### src/rtl/cal_ldr_pkg.sv
`timescale 1ns/1ps
package cal_ldr_pkg;

  // Address-stability window tracking
  typedef enum logic [1:0] {
    WIN_IDLE  = 2'd0,   // no sequence in progress
    WIN_OPEN  = 2'd1,   // shift seen, waiting for write strobe
    WIN_WROTE = 2'd2    // write strobe seen, waiting for it to drop
  } win_state_e;

endpackage

### src/rtl/cal_shifter.sv
`timescale 1ns/1ps
module cal_shifter #(
  parameter int unsigned WORD_W = 6
) (
  input  logic              clk,
  input  logic              rst_n,
  input  logic              shift_en,
  input  logic              sdata,
  output logic [WORD_W-1:0] sr_q
);

  function automatic logic [WORD_W-1:0] shift_next(input logic [WORD_W-1:0] cur,
                                                   input logic              bit_in);
    return {cur[WORD_W-2:0], bit_in};
  endfunction

  always_ff @(posedge clk) begin
    if (!rst_n)        sr_q <= '0;
    else if (shift_en) sr_q <= shift_next(sr_q, sdata);
  end


  sr_hold_chk: assert property (@(posedge clk) disable iff (!rst_n)
    !shift_en |=> $stable(sr_q));


  sr_take_chk: assert property (@(posedge clk) disable iff (!rst_n)
    shift_en |=> (sr_q[0] == $past(sdata)) && (sr_q[WORD_W-1:1] == $past(sr_q[WORD_W-2:0])));

endmodule

### src/rtl/cal_bank.sv
`timescale 1ns/1ps
module cal_bank #(
  parameter int unsigned WORD_W = 6,
  parameter int unsigned N_CH   = 8,
  localparam int unsigned AW    = (N_CH > 1) ? $clog2(N_CH) : 1
) (
  input  logic                         clk,
  input  logic                         rst_n,
  input  logic                         shift_en,
  input  logic                         wr_stb,
  input  logic [AW-1:0]                chan_sel,
  input  logic [WORD_W-1:0]            sr_in,
  output logic [N_CH-1:0][WORD_W-1:0]  words_q,
  output logic                         commit
);

  function automatic logic [N_CH-1:0] decode_sel(input logic [AW-1:0] a);
    logic [N_CH-1:0] oh;
    oh = '0;
    for (int k = 0; k < N_CH; k++) oh[k] = (a == AW'(k));
    return oh;
  endfunction

  logic [N_CH-1:0] sel_oh;
  logic [N_CH-1:0] wr_hit;

  // shift wins over a simultaneous write strobe
  assign commit = wr_stb & ~shift_en;
  assign sel_oh = decode_sel(chan_sel);

  for (genvar g = 0; g < N_CH; g++) begin : g_word
    assign wr_hit[g] = commit & sel_oh[g];

    always_ff @(posedge clk) begin
      if (!rst_n)         words_q[g] <= '0;
      else if (wr_hit[g]) words_q[g] <= sr_in;
    end


    other_keep_chk: assert property (@(posedge clk) disable iff (!rst_n)
      (commit && (chan_sel != AW'(g))) |=> $stable(words_q[g]));
  end


  commit_val_chk: assert property (@(posedge clk) disable iff (!rst_n)
    commit |=> words_q[$past(chan_sel)] == $past(sr_in));


  no_write_chk: assert property (@(posedge clk) disable iff (!rst_n)
    !wr_stb |=> $stable(words_q));


  shift_prio_chk: assert property (@(posedge clk) disable iff (!rst_n)
    shift_en |=> $stable(words_q));

endmodule

### src/rtl/cal_addr_guard.sv
`timescale 1ns/1ps
module cal_addr_guard
  import cal_ldr_pkg::*;
#(
  parameter int unsigned AW = 3
) (
  input  logic          clk,
  input  logic          rst_n,
  input  logic          shift_en,
  input  logic          wr_stb,
  input  logic [AW-1:0] chan_sel,
  output logic          in_window,
  output logic          addr_moved,
  output logic          addr_err
);

  win_state_e    state_q, state_d;
  logic [AW-1:0] ref_q;
  logic          reopen;

  assign in_window  = (state_q != WIN_IDLE);
  assign addr_moved = (chan_sel != ref_q);

  always_comb begin
    state_d = state_q;
    reopen  = 1'b0;
    unique case (state_q)
      WIN_IDLE: if (shift_en) begin
        state_d = WIN_OPEN;
        reopen  = 1'b1;
      end
      WIN_OPEN: if (wr_stb) state_d = WIN_WROTE;
      WIN_WROTE: if (!wr_stb) begin
        state_d = shift_en ? WIN_OPEN : WIN_IDLE;
        reopen  = shift_en;
      end
      default: state_d = WIN_IDLE;
    endcase
  end

  always_ff @(posedge clk) begin
    if (!rst_n) begin
      state_q  <= WIN_IDLE;
      ref_q    <= '0;
      addr_err <= 1'b0;
    end else begin
      state_q <= state_d;
      if (reopen) ref_q <= chan_sel;
      if (in_window && addr_moved) addr_err <= 1'b1;
    end
  end


  err_sticky_chk: assert property (@(posedge clk) disable iff (!rst_n)
    addr_err |=> addr_err);


  err_quiet_chk: assert property (@(posedge clk) disable iff (!rst_n)
    (!in_window && !addr_err) |=> !addr_err);


  win_close_chk: assert property (@(posedge clk) disable iff (!rst_n)
    (state_q == WIN_WROTE && !wr_stb && !shift_en) |=> !in_window);

endmodule

### src/rtl/cal_serial_loader.sv
`timescale 1ns/1ps
module cal_serial_loader #(
  parameter int unsigned WORD_W = 6,
  parameter int unsigned N_CH   = 8,
  localparam int unsigned AW    = (N_CH > 1) ? $clog2(N_CH) : 1
) (
  input  logic                   clk,
  input  logic                   rst_n,
  input  logic                   sdata,
  input  logic                   shift_en,
  input  logic                   wr_stb,
  input  logic [AW-1:0]          chan_sel,
  output logic [N_CH*WORD_W-1:0] cal_words,
  output logic                   addr_err
);

  logic [WORD_W-1:0]           sr_q;
  logic [N_CH-1:0][WORD_W-1:0] words_q;
  logic                        commit;
  logic                        in_window;
  logic                        addr_moved;

  cal_shifter #(.WORD_W(WORD_W)) u_shift (
    .clk      (clk),
    .rst_n    (rst_n),
    .shift_en (shift_en),
    .sdata    (sdata),
    .sr_q     (sr_q)
  );

  cal_bank #(.WORD_W(WORD_W), .N_CH(N_CH)) u_bank (
    .clk      (clk),
    .rst_n    (rst_n),
    .shift_en (shift_en),
    .wr_stb   (wr_stb),
    .chan_sel (chan_sel),
    .sr_in    (sr_q),
    .words_q  (words_q),
    .commit   (commit)
  );

  cal_addr_guard #(.AW(AW)) u_guard (
    .clk        (clk),
    .rst_n      (rst_n),
    .shift_en   (shift_en),
    .wr_stb     (wr_stb),
    .chan_sel   (chan_sel),
    .in_window  (in_window),
    .addr_moved (addr_moved),
    .addr_err   (addr_err)
  );

  assign cal_words = words_q;


  reset_clear_chk: assert property (@(posedge clk)
    !rst_n |=> (cal_words == '0) && !addr_err && (sr_q == '0) && !in_window);


  err_raise_chk: assert property (@(posedge clk) disable iff (!rst_n)
    (in_window && addr_moved) |=> addr_err);

endmodule

### config.mk
export PLATFORM = sky130hd
export DESIGN_NAME = cal_serial_loader
export DESIGN_NICKNAME = d
export VERILOG_FILES = /design/src/rtl/cal_ldr_pkg.sv /design/src/rtl/cal_shifter.sv /design/src/rtl/cal_bank.sv /design/src/rtl/cal_addr_guard.sv /design/src/rtl/cal_serial_loader.sv
export SDC_FILE = /design/constraint.sdc
export NUM_CORES = 1
export LEC_CHECK = 0
export BUFFER_PORTS_ARGS = -buffer_cell sky130_fd_sc_hd__buf_4
export CAP_MARGIN = 10
export CORE_UTILIZATION = 52
export DETAILED_ROUTE_END_ITERATION = 16
export GPL_TIMING_DRIVEN = 0
export PLACE_DENSITY_LB_ADDON = 0.1
export SYNTH_ARGS = -nofsm -noshare
export SYNTH_HDL_FRONTEND = slang
export SYNTH_SLANG_ARGS = --single-unit
### constraint.sdc
create_clock -name clk -period 1.5 [get_ports clk]
set_input_delay 0.075 -clock clk [delete_from_list [all_inputs] [get_ports clk]]
set_output_delay 0.075 -clock clk [all_outputs]
set_load 0.02 [all_outputs]
==> out/metrics.csv <==
stage,metric,value,unit
power_and_ir_drop,peakVddDrop,881,uV
worst_setup_path,crit_path_end_kind,flop,
global_route,grt_pass1_wl,8110,um
placement,place_inst,326,
clocking,postCtsHoldBufs,0,
min_path,hold_path.class,input pin to flop,
die,initial_core_util,55.7,%
die,num_io_pins,57,
worst_setup_path,path_cells,"and2_1, or3b_2, a21oi_1",
cells_and_area,layout-drive-gt1-share,28.5,%
placement,io_buffers,53,
power_and_ir_drop,p_leak,0.00135,uW
global_route,use_met1,31.1,%
global_route,grtUsageTotal,24.9,%
clocking,cts_setup_buffers,0,
yosys,avgSynthCellArea,10.2,sq um
worst_setup_path,cp.required,1.76,ns
route,vias_per_cell,5.15,
clocking,clk_pin_slew,0.06,ns
worst_setup_path,crit_path_max_incr_delay,0.49,ns
global_route,grt_max_degree,11,
route,dr_total_vias,1755,
yosys,synth.distinct_cells,26,
clocking,ctsResizeCount,0,
clocking,cts_buffers,9,
clocking,cts_htree_levels,3,
yosys,ys_warn_count,0,
yosys,ys_seq_area_share,52.8,%
placement,gp_congestion,0.790,
die,std_cell_rows,23,
sta,clock_skew,0.00772,ns
sta,rsz0062_at_grt,false,
route,antenna_left,0,
route,dr.pass1.iters,4,
die,fp.dieW,68.1,um
cells_and_area,syn_to_final_growth,30.7,%
route,drtIter0Drc,107,
yosys,syn-instance-count,223,
cells_and_area,final_area,0.00297,sq mm
sta,max_freq,810,MHz
job,cap_violations,0,
clocking,cts_tree,built,
worst_setup_path,crit_type,flop to flop,
global_route,use_met2,39.3,%
worst_setup_path,cp-start-kind,flop,
cells_and_area,fin_cells,341,
power_and_ir_drop,powerDensity,1190,mW/mm^2
worst_setup_path,cp_data_arrival_time,1.49,ns
sta,tns,0,ns
route,drt-total-wl,5010,um
route,post_drt_wl_per_cell,14.7,um
sta,worst_slew_pin_slew,0.623,ns
clocking,ctsLongestPathBuffers,2,
yosys,syn_area,0.00227,sq mm
sta,relSlewSlack,58.3,%
sta,timing.hold.ws,0.00176,ns
sta,finalHoldViolCount,0,
route,drc,0,
die,die-area,0.00464,sq mm
global_route,antenna_found_initial,0,
sta,setup_ws,0.265,ns
clocking,clock_latency,0.34,ns
sta,slew_viol_final,0,
placement,placed_cell_area,0.00274,sq mm
placement,dp_slack,0.180,ns
worst_setup_path,crit_fanout,7,
die,coreArea,0.00409,sq mm
cells_and_area,n_antenna_cell,0,
cells_and_area,nets,295,
global_route,busiest_layer,met2,
sta,fin_crit,1.23,ns
global_route,grt_pass1_vias,1627,
yosys,synth_fp_nets,231,
sta,finalCritPeriodShare,82.3,%
placement,post-dp-hpwl,3310,um
clocking,clock-sinks,60,
global_route,gr-usage-met3,5.83,%
sta,setup_violations,0,
die,die_y,68.1,um
clocking,cts_root_buf,clkbuf_8,
global_route,globalRouteOverflowTotal,0,
worst_setup_path,crit_slowest_cell,or3b_2,
yosys,ys_seq_elements,60,
status,status,"finished, final reports clean",
[through the flow]
step	power [uW]	util (%)
4_1_cts	3540	72.7
3_3_place_gp	1810	66.9
5_1_grt	3630	72.7
6_report	3520	72.7
2_1_floorplan	1760	-
3_5_place_dp	1810	66.9
[final cells by class]
type / count / area [sq um]
clock inverters: 5 / 100
plain buffers: 11 / 61.3
repair buffers: 53 / 398
clock buffers: 10 / 138
fillers: 315 / 1110
inverters: 1 / 3.75
well taps: 50 / 62.6
multi-input cells: 151 / 1010
flip-flops and latches: 60 / 1200
[cell families after synthesis]
logic type	count (synthesis)	share of synthesized area [%]
compound gates	8	1.82
buf+inv	12	2.86
mux	54	23.8
simple gates	86	17.6
flops	60	52.8
xor+xnor	3	1.16
[cell usage in the layout, fill, tap and decap left out]
| cell | netlist | layout |
|---|---|---|
| a21oi_1 | 4 | 4 |
| and2_1 | 2 | 2 |
| buf_1 | 3 | 3 |
| buf_2 | 4 | 4 |
| buf_4 | 0 | 53 |
| buf_6 | 2 | 2 |
| bufinv_16 | 0 | 3 |
| clkbuf_1 | 2 | 2 |
| clkbuf_8 | 0 | 10 |
| clkinv_1 | 1 | 1 |
| clkinv_2 | 0 | 2 |
| dfxtp_1 | 60 | 60 |
| mux2i_1 | 54 | 54 |
| nand2_1 | 56 | 56 |
| nand2_2 | 1 | 1 |
| nand2b_1 | 4 | 4 |
| nand3_1 | 1 | 1 |
| nand3b_1 | 2 | 2 |
| nor2_1 | 7 | 7 |
| nor2_2 | 2 | 2 |
| nor3_1 | 2 | 2 |
| nor3_2 | 2 | 2 |
| nor3b_1 | 1 | 1 |
| nor4_1 | 1 | 1 |
| o21ai_0 | 3 | 3 |
| o22ai_1 | 1 | 1 |
| or3_1 | 1 | 1 |
| or3b_2 | 3 | 3 |
| or4_4 | 1 | 1 |
| xor2_1 | 3 | 3 |
[layer usage]
layer  wire length [um]  up-vias
met5                  0        -
met4                109        0
met3                277       10
met2               2370       60
met1               2260      810
li1                   -      875
[cells in the mapped netlist]
library cell,number,area share (%)
dfxtp_1,60,53
nand2_1,56,9.2
or3_1,1,0.28
nor2_1,7,1.2
clkbuf_1,2,0.33
nor3_2,2,0.88
mux2i_1,54,24
nand2_2,1,0.28
nor3_1,2,0.44
buf_2,4,0.88
buf_1,3,0.50
nor2_2,2,0.55
nor3b_1,1,0.33
clkinv_1,1,0.16
nand2b_1,4,1.1
o22ai_1,1,0.28
a21oi_1,4,0.88
xor2_1,3,1.2
buf_6,2,0.99
or3b_2,3,1.2
or4_4,1,0.50
nor4_1,1,0.28
nand3_1,1,0.22
and2_1,2,0.55
nand3b_1,2,0.66
o21ai_0,3,0.66
[worst paths after layout]
kind | from | endpoint | slack (ns) | cells past startpoint
max | u_guard.state_q[1] | u_guard.ref_q[0] | 0.27 | 3
min | sdata | u_shift.sr_q[0] | 0.002 | 3
max reg2reg | u_guard.state_q[1] | u_guard.ref_q[0] | 0.27 | 3
min reg2reg | u_bank.words_q[34] | u_bank.words_q[34] | 0.46 | 2
[where the power goes]
| part | leakage (uW) | internal (uW) | switching [uW] |
|---|---|---|---|
| sequential | 0.000484 | 1610 | 11.3 |
| clock | 0.000122 | 1130 | 615 |
| combinational | 0.000747 | 61.0 | 94.2 |
[state kept, by name, summed over array words and instances (netlist names)]
name              cells
u_guard.addr_err      1
u_guard.state_q       2
u_guard.ref_q         3
u_bank.words_q       48
u_shift.sr_q          6
[critical path: cells and delay by family, from the launching register on]
| kind | cells | cell delay (ns) |
|---|---|---|
| flip-flops | 1 | 0.33 |
| AO/OA/AOI/OAI | 1 | 0.13 |
| AND/OR/NAND/NOR | 2 | 0.70 |
(Power assumes the default switching activity.)
